<file path="src/rtl/swk_pkg.sv">
// Package: shared encodings for the stop-mode wake-up controller.
// Assumes: two-bit status bus consumed by software-visible logic elsewhere.
package swk_pkg;

    // Internal sequencing state of the controller.
    typedef enum logic [1:0] {
        CS_RUN     = 2'd0,
        CS_STOPPED = 2'd1,
        CS_WAKING  = 2'd2
    } core_state_t;

    // Status codes driven on the status port.
    localparam logic [1:0] STAT_RUN     = 2'd0;
    localparam logic [1:0] STAT_STOPPED = 2'd1;
    localparam logic [1:0] STAT_WAKING  = 2'd2;
    localparam logic [1:0] STAT_PENDING = 2'd3;

endpackage

</file>
<file path="src/rtl/swk_qualify.sv">
// Module: per-source qualification of requests.
// What it does: decides which sources permit a stop, which requests wake
// the block from stop, and which requests may be captured while running.
// Assumes: levels packed NSRC x PRIO_W, level 0 means disabled.
module swk_qualify #(
    parameter int NSRC   = 8,
    parameter int PRIO_W = 3
) (
    input  logic [NSRC-1:0]        irq_req,
    input  logic [NSRC-1:0]        wake_ok,
    input  logic [NSRC*PRIO_W-1:0] src_level,
    input  logic [PRIO_W-1:0]      cpu_level,
    input  logic [PRIO_W-1:0]      saved_level,
    output logic                   stop_allowed,
    output logic [NSRC-1:0]        wake_vec,
    output logic [NSRC-1:0]        live_vec
);

    logic [NSRC-1:0] enabled_for_stop;

    for (genvar i = 0; i < NSRC; i++) begin : g_src
        logic [PRIO_W-1:0] lvl;
        assign lvl = src_level[i*PRIO_W +: PRIO_W];
        // Source can wake the block, judged against the live processor level.
        assign enabled_for_stop[i] = wake_ok[i] && (lvl > cpu_level);
        // Request wakes the block, judged against the level saved at stop.
        assign wake_vec[i]         = irq_req[i] && wake_ok[i] && (lvl > saved_level);
        // Request is capturable while clocks run: any non-zero level.
        assign live_vec[i]         = irq_req[i] && (lvl != '0);
    end

    assign stop_allowed = |enabled_for_stop;

endmodule

</file>
<file path="src/rtl/swk_wdt.sv">
// Module: shared watchdog / stabilisation down-counter.
// What it does: loads all ones on request, holds while frozen, and otherwise
// decrements on the /32 tick (forced) or on the user-selected tick.
// Reports the step on which the most significant bit clears.
// Assumes: ticks are single-cycle strobes; counter wraps when free running.
module swk_wdt #(
    parameter int WDT_W = 12
) (
    input  logic             clk,
    input  logic             rst_n,
    input  logic             load,
    input  logic             freeze,
    input  logic             force_fast,
    input  logic             sel_slow,
    input  logic             tick_fast,
    input  logic             tick_slow,
    output logic [WDT_W-1:0] count,
    output logic             msb_clearing
);

    localparam logic [WDT_W-1:0] ALL_ONES = '1;
    localparam logic [WDT_W-1:0] MSB_ONLY = {1'b1, {(WDT_W-1){1'b0}}};

    logic step;

    // Pick the count source: forced /32 during the wait, user choice otherwise.
    always_comb begin
        if (freeze)
            step = 1'b0;
        else if (force_fast)
            step = tick_fast;
        else
            step = sel_slow ? tick_slow : tick_fast;
    end

    // Counter register: reload has priority over stepping.
    always_ff @(posedge clk) begin
        if (!rst_n)
            count <= ALL_ONES;
        else if (load)
            count <= ALL_ONES;
        else if (step)
            count <= count - 1'b1;
    end

    // The step that takes the count from MSB-only to below it clears the MSB.
    assign msb_clearing = step && !load && (count == MSB_ONLY);

endmodule

</file>
<file path="src/rtl/swk_prio_pick.sv">
// Module: priority selector over captured requests.
// What it does: returns the captured source with the highest level; among
// equal levels the lowest index wins.
// Assumes: captured sources all have non-zero levels.
module swk_prio_pick #(
    parameter int NSRC   = 8,
    parameter int PRIO_W = 3,
    parameter int IDW    = 3
) (
    input  logic [NSRC-1:0]        pend,
    input  logic [NSRC*PRIO_W-1:0] src_level,
    output logic                   any,
    output logic [IDW-1:0]         pick
);

    logic [PRIO_W-1:0] best;

    // Scan from the top index down so ties fall to the lower index.
    always_comb begin
        best = '0;
        pick = '0;
        for (int i = NSRC - 1; i >= 0; i--) begin
            if (pend[i] && (src_level[i*PRIO_W +: PRIO_W] >= best)) begin
                best = src_level[i*PRIO_W +: PRIO_W];
                pick = IDW'(i);
            end
        end
    end

    assign any = |pend;

endmodule

</file>
<file path="src/rtl/stop_wake_ctrl.sv">
// Module: stop-mode wake-up clock controller (top).
// What it does: sequences stop entry, oscillator restart, the stabilisation
// wait on the shared watchdog counter and the release of the CPU clock, and
// presents captured requests to the interrupt arbiter in priority order.
// Assumes: synchronous active-low reset; tick inputs are single-cycle
// strobes; the arbiter pulses grant_ack for one cycle per accepted request.
module stop_wake_ctrl #(
    parameter int NSRC   = 8,
    parameter int PRIO_W = 3,
    parameter int WDT_W  = 12,
    localparam int IDW   = (NSRC > 1) ? $clog2(NSRC) : 1
) (
    input  logic                   clk,
    input  logic                   rst_n,
    input  logic                   stop_cmd,
    input  logic [NSRC-1:0]        irq_req,
    input  logic [NSRC-1:0]        wake_ok,
    input  logic [NSRC*PRIO_W-1:0] src_level,
    input  logic [PRIO_W-1:0]      cpu_level,
    input  logic                   tick_div32,
    input  logic                   tick_div512,
    input  logic                   wdt_sel_slow,
    input  logic                   grant_ack,
    output logic                   osc_en,
    output logic                   periph_clk_en,
    output logic                   cpu_clk_en,
    output logic [WDT_W-1:0]       wdt_count,
    output logic                   grant_valid,
    output logic [IDW-1:0]         grant_id,
    output logic [1:0]             status
);
    import swk_pkg::*;

    core_state_t       state_q, state_d;
    logic [PRIO_W-1:0] saved_q;
    logic [NSRC-1:0]   pend_q, pend_d;
    logic              stop_allowed;
    logic [NSRC-1:0]   wake_vec, live_vec;
    logic              wake_hit, enter_stop, msb_clearing, pick_any;
    logic [IDW-1:0]    pick_id;

    swk_qualify #(.NSRC(NSRC), .PRIO_W(PRIO_W)) u_qual (
        .irq_req      (irq_req),
        .wake_ok      (wake_ok),
        .src_level    (src_level),
        .cpu_level    (cpu_level),
        .saved_level  (saved_q),
        .stop_allowed (stop_allowed),
        .wake_vec     (wake_vec),
        .live_vec     (live_vec)
    );

    swk_wdt #(.WDT_W(WDT_W)) u_wdt (
        .clk          (clk),
        .rst_n        (rst_n),
        .load         (enter_stop),
        .freeze       (state_q == CS_STOPPED),
        .force_fast   (state_q == CS_WAKING),
        .sel_slow     (wdt_sel_slow),
        .tick_fast    (tick_div32),
        .tick_slow    (tick_div512),
        .count        (wdt_count),
        .msb_clearing (msb_clearing)
    );

    swk_prio_pick #(.NSRC(NSRC), .PRIO_W(PRIO_W), .IDW(IDW)) u_pick (
        .pend      (pend_q),
        .src_level (src_level),
        .any       (pick_any),
        .pick      (pick_id)
    );

    // Wake and stop-entry conditions.
    assign wake_hit   = (state_q == CS_STOPPED) && (|wake_vec);
    assign enter_stop = (state_q == CS_RUN) && stop_cmd && stop_allowed;

    // Next-state logic of the stop / wake sequence.
    always_comb begin
        state_d = state_q;
        unique case (state_q)
            CS_RUN:     if (enter_stop)   state_d = CS_STOPPED;
            CS_STOPPED: if (wake_hit)     state_d = CS_WAKING;
            CS_WAKING:  if (msb_clearing) state_d = CS_RUN;
            default:                      state_d = CS_RUN;
        endcase
    end

    // Capture set: only qualifying wake requests while stopped, any enabled otherwise.
    always_comb begin
        pend_d = pend_q;
        if (grant_valid && grant_ack)
            pend_d[grant_id] = 1'b0;
        if (state_q == CS_STOPPED)
            pend_d = pend_d | wake_vec;
        else
            pend_d = pend_d | live_vec;
    end

    // State, saved processor level and capture registers.
    always_ff @(posedge clk) begin
        if (!rst_n) begin
            state_q <= CS_RUN;
            saved_q <= '0;
            pend_q  <= '0;
        end else begin
            state_q <= state_d;
            pend_q  <= pend_d;
            if (enter_stop)
                saved_q <= cpu_level;
        end
    end

    // Clock enables: oscillator and peripherals restart in the wake cycle itself.
    assign osc_en        = (state_q != CS_STOPPED) || wake_hit;
    assign periph_clk_en = (state_q != CS_STOPPED) || wake_hit;
    assign cpu_clk_en    = (state_q == CS_RUN);

    // Hand-off to the arbiter only once the CPU clock runs.
    assign grant_valid = cpu_clk_en && pick_any;
    assign grant_id    = pick_id;

    // Status encoding.
    always_comb begin
        unique case (state_q)
            CS_STOPPED: status = STAT_STOPPED;
            CS_WAKING:  status = STAT_WAKING;
            default:    status = pick_any ? STAT_PENDING : STAT_RUN;
        endcase
    end

endmodule

</file>
<file path="config.mk">
export PLATFORM = sky130hd
export DESIGN_NAME = stop_wake_ctrl
export DESIGN_NICKNAME = d
export VERILOG_FILES = /design/src/rtl/swk_pkg.sv /design/src/rtl/swk_qualify.sv /design/src/rtl/swk_wdt.sv /design/src/rtl/swk_prio_pick.sv /design/src/rtl/stop_wake_ctrl.sv
export SDC_FILE = /design/constraint.sdc
export NUM_CORES = 1
export LEC_CHECK = 0
export ABC_AREA = 1
export BUFFER_PORTS_ARGS = -buffer_cell sky130_fd_sc_hd__buf_2
export CAP_MARGIN = 20
export CORE_ASPECT_RATIO = 0.7
export CORE_MARGIN = 2
export CORE_UTILIZATION = 29
export DETAILED_ROUTE_END_ITERATION = 6
export PLACE_DENSITY = 0.49
export REMOVE_ABC_BUFFERS = 1
export SLEW_MARGIN = 5
export SYNTH_ARGS = -nofsm -noshare
export SYNTH_HDL_FRONTEND = slang
export SYNTH_SLANG_ARGS = --single-unit
export TNS_END_PERCENT = 1
</file>
<file path="constraint.sdc">
create_clock -name clk -period 16.58 [get_ports clk]
set_clock_uncertainty 0.1 [all_clocks]
set_input_delay 1.658 -clock clk [delete_from_list [all_inputs] [get_ports clk]]
set_output_delay 1.658 -clock clk [all_outputs]
set_load 0.02 [all_outputs]
</file>
==> results of run 1 <==
-- power groups by stage --
| stage | logic, mW | registers, mW | clock network (mW) |
|---|---|---|---|
| 2_1_floorplan | 0.177 | 0.0784 | 0 |
| 3_3_place_gp | 0.242 | 0.0799 | 0 |
| 3_5_place_dp | 0.246 | 0.0801 | 0 |
| 4_1_cts | 0.247 | 0.0787 | 0.0581 |
| 5_1_grt | 0.281 | 0.0801 | 0.0605 |
| 6_report | 0.249 | 0.0790 | 0.0563 |
-- final cells by class --
class / instances / area (um2)
Multi-Input combinational cell: 379 / 2454
Tap cell: 153 / 191.4
Clock inverter: 1 / 7.507
Sequential cell: 25 / 500.5
Clock buffer: 3 / 75.07
Timing Repair Buffer: 70 / 350.3
Inverter: 70 / 262.8
Fill cell: 1183 / 7089
-- cell families after synthesis --
logic type / synth area share [%]
AND/OR/NAND/NOR: 32.43
AO/OA/AOI/OAI: 17.49
buffers and inverters: 8.630
adder cells (fa/ha/maj): 25.15
flip-flops: 15.48
XOR/XNOR: 0.8128
-- routing by layer --
metal	wire length (um)	share of wire [%]	global-route usage, %	up-vias
met5	0	0	0	-
met4	40	0.38	1.792	0
met3	706	6.8	1.733	4
met2	4060	39	25.31	95
met1	5641	54	28.73	1552
li1	-	-	-	1797
-- worst max-delay path, delay by kind of cell --
kind / cells / cell delay [ps]
and+or+nand+nor: 26 / 2170
AOI/OAI and AO/OA: 14 / 2830
adders and majority gates: 7 / 2040
buffers and inverters: 10 / 950
-- metrics by stage --
stage,power (mW),setup slack (ps)
6_report,0.3840,5140
5_1_grt,0.4220,4260
4_1_cts,0.3841,5161
3_5_place_dp,0.3258,5189
3_3_place_gp,0.3222,5614
2_1_floorplan,0.2549,6358
-- final timing paths --
check,start,to,depth (start not counted)
max,src_level[23],grant_id[2],57
min,pend_q[4],pend_q[4],2
max reg2reg,pend_q[7],pend_q[6],59
min reg2reg,pend_q[4],pend_q[4],2
-- placed cells by master (no fill, tap or decap), types with 2 or more instances in the layout --
cell | Yosys | routed
ha_1 | 65 | 65
a21oi_2 | 2 | 2
a31oi_1 | 7 | 7
nand2_2 | 9 | 9
o22ai_1 | 2 | 2
inv_2 | 3 | 3
o21ai_1 | 7 | 7
or2_2 | 2 | 2
xnor2_1 | 2 | 2
nand3_1 | 56 | 56
nand3b_1 | 2 | 2
o21ai_0 | 38 | 38
clkinv_1 | 2 | 2
dfxtp_1 | 25 | 25
clkbuf_16 | 0 | 3
a21oi_1 | 41 | 41
nor3_1 | 4 | 4
nor2_1 | 31 | 31
nand2_4 | 8 | 8
nand3_2 | 7 | 7
nand2_1 | 70 | 70
buf_2 | 1 | 70
inv_1 | 65 | 65
nor4_1 | 3 | 3
o211ai_1 | 2 | 2
nand4_1 | 12 | 12
-- flip-flops by register name (all words and copies together), names as in the netlist --
| signal | cells |
|---|---|
| u_wdt.count | 12 |
| pend_q | 8 |
| saved_q | 3 |
| state_q | 2 |
==> impl_results.md, run 1 <==
- Outcome: complete, no violations
- Clock power frac: 14.7%
- Std cell rows: 32
- Critical Path Source Type: input pin
- Synth Cell Area: 3233 um2
- Int Power: 187.5 uW
- Starting Density: 29.58%
- Pin count of the biggest net entering global routing: 17
- Setup total negative slack: 0 ps
- Diode count: 0
- GR Overflow Total: 0
- Power per cell area: 99.98 nW/um2
- First drt pass iteration count: 4
- Post-synth top area share: 25.15%
- DRT iter0 DRCs: 190
- Wire length per cell: roughly 15 um
- R2r setup slk: 7760 ps
- Placed Cells: 697
- Max Clk Rate: 0.08741 GHz
- List of most frequent post-synthesis cells: nand2_1 (70), ha_1 (65), inv_1 (65)
- Sequential Power Share: 20.6%
- Sw frac: 51.18%
- Synth Instances: between 400 and 500
- Critical path required time: ~15000 ps
- CTS tree: done
- Final period util: 69.00%
- Final min period: 11440 ps
- Synth area leaders: ha_1 (25%), dfxtp_1 (15%), nand3_1 (8.7%), nand2_1 (8.1%), inv_1 (7.5%)
- Post-synthesis sequential area ratio: 15.48%
- WP data arrival: 9680 ps
- Peak supply drop: around 0.071 mV
- Psw: approximately 200 uW
- Root Driver: clkbuf_16
- CTS Buf Count: 3
- CP peak stage delay: 450 ps
- Setup CP Type: in -> out
- PostCTS Resize Cnt: 0
- Syn Area/Cell: 6.778 um2
- Max clock buf depth: 2
- Final hold slack: 391.3 ps
- CP max stage cell: o21ai_1
- Final setup vio count: 0
- Yosys warnings: 0
- Vias per inst: 4.919
- Clock Latency Late Sink: 260 ps
- Min-delay worst type: reg -> reg
- Max-Cap Viols: 0
- # hold bufs at CTS: 0
- Cell variety after synth: 36
- GP Congestion: 0.8723
- Most used cell, CP: nand2_1
- Register bit total from synthesis: 25
- Routed vias: 3448
- Largest area contributor in the netlist: ha_1
- Post-layout instance area: 3841 um2
- IO Pins: 71
- Post-DP HPWL: between 8000 and 9000 um
- Most numerous cell in the Yosys netlist: nand2_1
- Most common flop cell mapped by yosys: dfxtp_1
- Crit Path Max Fanout: 9
- Number of setup buffers added after CTS: 0
- Total wire length: 10450 um
- EDFF count, synth: 0
- Placed cell area: 3759 um2
- CTS H-tree lvls: 1
- DRC: 0
- Non-Filler Instances: 701
- Chip height: between 90 and 100 um
- Worst-path clk slew: about 70 ps
- Die ar.: ~12000 um2
- LEAKAGE: 1.971 nW
- Sink Count: 25
- Final hold vios: 0
- Core Util, Final: approximately a third
- Detail Route Antenna Nets: 0
- First-pass GRT wire length: 16790 um
- Layout cells sized above 1: 19.53%
- GRT Total Usage: between 15 and 20%
- Core box area: 10930 um2
- Nets: 664
- Relative slew slack: 34.91%
- I/O Buffers: 70
- FFs w/ async S/R, synth: 0%
- Initial antenna violation count: 0
- Slew Limit Fails: 0
- Die W: around 130 um
- Number of global-route vias before repair: 3309
- Combinational share of power: 64.8%
- RSZ-0062 raised after global routing: false
- CP Capture Type: output pin
- Syn-to-layout area delta: 18.81%
- Worst-margin pin slew: 974.2 ps
(Power assumes the default switching activity.)
==> run 2: changes to the inputs <==
Settings changed: ABC_AREA 1 to 0, PLACE_DENSITY 0.49 to 0.5.
Clock period 16.58 ns to 10.5 ns, I/O delays scaled along.
==> impl_results.md, run 2 <==
- Final period util: 98.64%
- Largest register by flop count: u_wdt.count (unchanged)
- Post-DP HPWL: 9747 um (was 8577 um)
- WP data arrival: 9210 ps (was 9680 ps)
- CP Capture Type: output pin (unchanged)
- Post-synth top area share: 24.14% (was 25.15%)
- Relative slew slack: 46.39% (was 34.91%)
- Nets: 675 (was 664)
- Worst setup startpoint: src_level[21] (was src_level[23])
- Most numerous cell in the Yosys netlist: ha_1 (was nand2_1)
- Root Driver: clkbuf_16 (unchanged)
- Final min period: 10360 ps
- Pin count of the biggest net entering global routing: 16 (was 17)
- Syn Area/Cell: 7.836 um2 (was 6.778 um2)
- GRT Total Usage: 19.50% (was 17.64%)
- Post-synthesis sequential area ratio: 14.85% (was 15.48%)
- Register bit total from synthesis: 25 (unchanged)
- Peak supply drop: 0.06419 mV (was 0.07101 mV)
- Worst reg2reg path depth: 50 (was 59)
- Number of global-route vias before repair: 3611 (was 3309)
- Die W: 132.8 um (was 130.2 um)
- Psw: 268.6 uW (was 196.5 uW)
- Diode count: 0 (unchanged)
- Sink Count: 25 (unchanged)
- Layout filler cell count: 1112 (was 1183)
- Sequential Power Share: 18.9% (was 20.6%)
- Int Power: 354.1 uW (was 187.5 uW)
- Critical path required time: 9350 ps (was 14820 ps)
- Core box area: 11170 um2 (was 10930 um2)
- Synth Instances: 430 (was 477)
- Clock power frac: 13.9% (was 14.7%)
- DRT iter0 DRCs: 185 (was 190)
- Reg2reg start: pend_q[7] (unchanged)
- Max Clk Rate: between 0.09 and 0.1 GHz
- GP Congestion: 0.8607 (was 0.8723)
- Vias per inst: 5.326 (was 4.919)
- List of most frequent post-synthesis cells: ha_1 (65), nand2_1 (49), inv_1 (30) (was nand2_1 (70), ha_1 (65), inv_1 (65))
- Worst-margin pin slew: 802.5 ps (was 974.2 ps)
- Hold path cells: 2 (unchanged)
- Min-delay worst type: reg -> reg (unchanged)
- Top Registers: u_wdt.count x12, pend_q x8, saved_q x3 (unchanged)
- CTS tree: done (unchanged)
- # hold bufs at CTS: 0 (unchanged)
- Reg2reg end: pend_q[4] (was pend_q[6])
- Yosys warnings: 0 (unchanged)
- Combinational share of power: 67.1% (was 64.8%)
- Routed vias: 3792 (was 3448)
- Power per cell area: 132.4 nW/um2 (was 99.98 nW/um2)
- I/O Buffers: 70 (unchanged)
- Layout cells sized above 1: 34.17% (was 19.53%)
- CTS H-tree lvls: 1 (unchanged)
- Core Util, Final: 42.11% (was 35.14%)
- Outcome: complete, no violations (unchanged)
- Worst-path clk slew: 60 ps (was 70 ps)
- FFs w/ async S/R, synth: 0% (unchanged)
- Cell variety after synth: 63 (was 36)
- Synth Cell Area: 3369 um2 (was 3233 um2)
- First-pass GRT wire length: 19170 um (was 16790 um)
- Die ar.: 12510 um2 (was 12020 um2)
- Met1 usage: 29.24% (was 28.73%)
- Grt met3 use: 2.535% (was 1.733%)
- Crit Path Max Fanout: 4 (was 9)
- Std cell rows: 32 (unchanged)
- Sw frac: 43.14% (was 51.18%)
- Wire length per cell: 17.24 um (was 14.90 um)
- Hold Crit Start: state_q[0] (was pend_q[4])
- Most common flop cell mapped by yosys: dfxtp_1 (unchanged)
- Final setup vio count: 0 (unchanged)
- Most frequent cells in the layout: buf_2 (65), buf_4 (65), ha_1 (58), nand2_1 (44), inv_1 (29) (was nand2_1 (70), buf_2 (70), inv_1 (65), ha_1 (65), nand3_1 (56))
- Max reg flops: 12 (unchanged)
- Clock Latency Late Sink: 260 ps (about the same)
- LEAKAGE: 2.118 nW (was 1.971 nW)
- Total wire length: 12270 um (was 10450 um)
- RSZ-0062 raised after global routing: true (was false)
- Setup CP Type: in -> out (unchanged)
- CP peak stage delay: 340 ps (was 450 ps)
- Max-Cap Viols: 0 (unchanged)
- DRC: 0 (unchanged)
- Grt met2 use: 30.22% (was 25.31%)
- Chip height: 94.19 um (was 92.34 um)
- Gr busiest metal: met2 (was met1)
- Setup total negative slack: 0 ps (unchanged)
- Synth area leaders: ha_1 (24%), dfxtp_1 (15%), nand2_1 (5.5%), o21a_1 (3.8%), a21oi_1 (3.6%) (was ha_1 (25%), dfxtp_1 (15%), nand3_1 (8.7%), nand2_1 (8.1%), inv_1 (7.5%))
- Critical Path Source Type: input pin (unchanged)
- First drt pass iteration count: 5 (was 4)
- Final hold slack: 408.8 ps (was 391.3 ps)
- GR Overflow Total: 0 (unchanged)
- CTS Buf Count: 3 (unchanged)
- Starting Density: 30.16% (was 29.58%)
- Final hold vios: 0 (unchanged)
- R2r setup slk: 1110 ps (was 7760 ps)
- Largest area contributor in the netlist: ha_1 (unchanged)
- Initial antenna violation count: 0 (unchanged)
- Slew Limit Fails: 0 (unchanged)
- CP max stage cell: mux2_4 (was o21ai_1)
- Hold Path End: state_q[0] (was pend_q[4])
- EDFF count, synth: 0 (unchanged)
- IO Pins: 71 (unchanged)
- Syn-to-layout area delta: 39.62% (was 18.81%)
- Max clock buf depth: 2 (unchanged)
- Detail Route Antenna Nets: 0 (unchanged)
==> run 2: cell count changes after synthesis, sizes merged, moves of 7 or more <==
| cell | previous run | this run |
|---|---|---|
| o21ai | 45 | 25 |
| nand3 | 64 | 14 |
| nor2b | 0 | 17 |
| nor2 | 31 | 16 |
| a21o | 1 | 10 |
| and2 | 0 | 9 |
| nand4 | 12 | 4 |
| nand2b | 0 | 9 |
| a21oi | 43 | 25 |
| a311oi | 0 | 7 |
| nand2 | 87 | 51 |
| inv | 68 | 31 |
| o21a | 1 | 18 |
==> run 2: per-layer routing <==
| metal | routed length (um) | up-vias |
|---|---|---|
| met1 | 6294 | 1765 |
| met2 | 5134 | 131 |
| met5 | 0 | - |
| met3 | 743 | 11 |
| li1 | - | 1885 |
| met4 | 99 | 0 |
==> run 2: what timing repair did <==
item                       in CTS  in global routing
resized for setup              27                 30
setup endpoints to repair       3                  3
pin swaps                      10                 32
setup buffers                  13                 15
gates cloned                    0                  0
==> run 2: per-stage QoR <==
stage	power (mW)	setup WS [ps]	cell area, um2	cells
after global routing	0.6717	-222.0	4705	712
final	0.6227	142.9	4705	712
after detailed placement	0.4574	-543.1	4135	680
after global placement	0.4519	-312.9	4135	680
after CTS	0.5733	13.41	4432	697
after floorplan	0.3288	-355.0	3338	423
==> run 2: power by group through the flow <==
stage	Combinational, mW	Clock, mW	Sequential, mW
final	0.418	0.0868	0.118
after global placement	0.333	0	0.119
after detailed placement	0.339	0	0.119
after global routing	0.460	0.0921	0.119
after floorplan	0.212	0	0.117
after CTS	0.367	0.0889	0.117
==> run 2: cell families after synthesis <==
kind of cell / share of synthesized area [%]
buf+inv: 4.382
fa+ha+maj: 24.73
simple gates: 22.58
mux: 1.894
flops: 14.85
compound gates: 29.74
xor+xnor: 1.820
==> run 2: final cells by class <==
class,instances,area (um2),share of cell area (%)
inverters,31,121.4,2.580
multi-input cells,367,2969,63.11
well taps,153,191.4,4.069
repair buffers,132,839.6,17.85
clock inverters,1,7.507,0.1596
clock buffers,3,75.07,1.596
flip-flops and latches,25,500.5,10.64
==> run 2: critical path, delay by kind of cell <==
family | cells | cell delay (ps)
and+or+nand+nor | 19 | 2150
muxes | 3 | 980
adders and majority gates | 8 | 2060
AOI/OAI and AO/OA | 16 | 2510
buffers and inverters | 4 | 460
==> run 2: how the worst max path moves through the flow <==
stage | end | slack [ps] | depth (start not counted)
2_1_floorplan | grant_id[2] | -360 | 45
3_3_place_gp | grant_id[2] | -310 | 47
3_5_place_dp | grant_id[2] | -540 | 49
4_1_cts | grant_id[2] | 10 | 48
5_1_grt | grant_id[2] | -220 | 50
6_report | grant_id[2] | 140 | 50
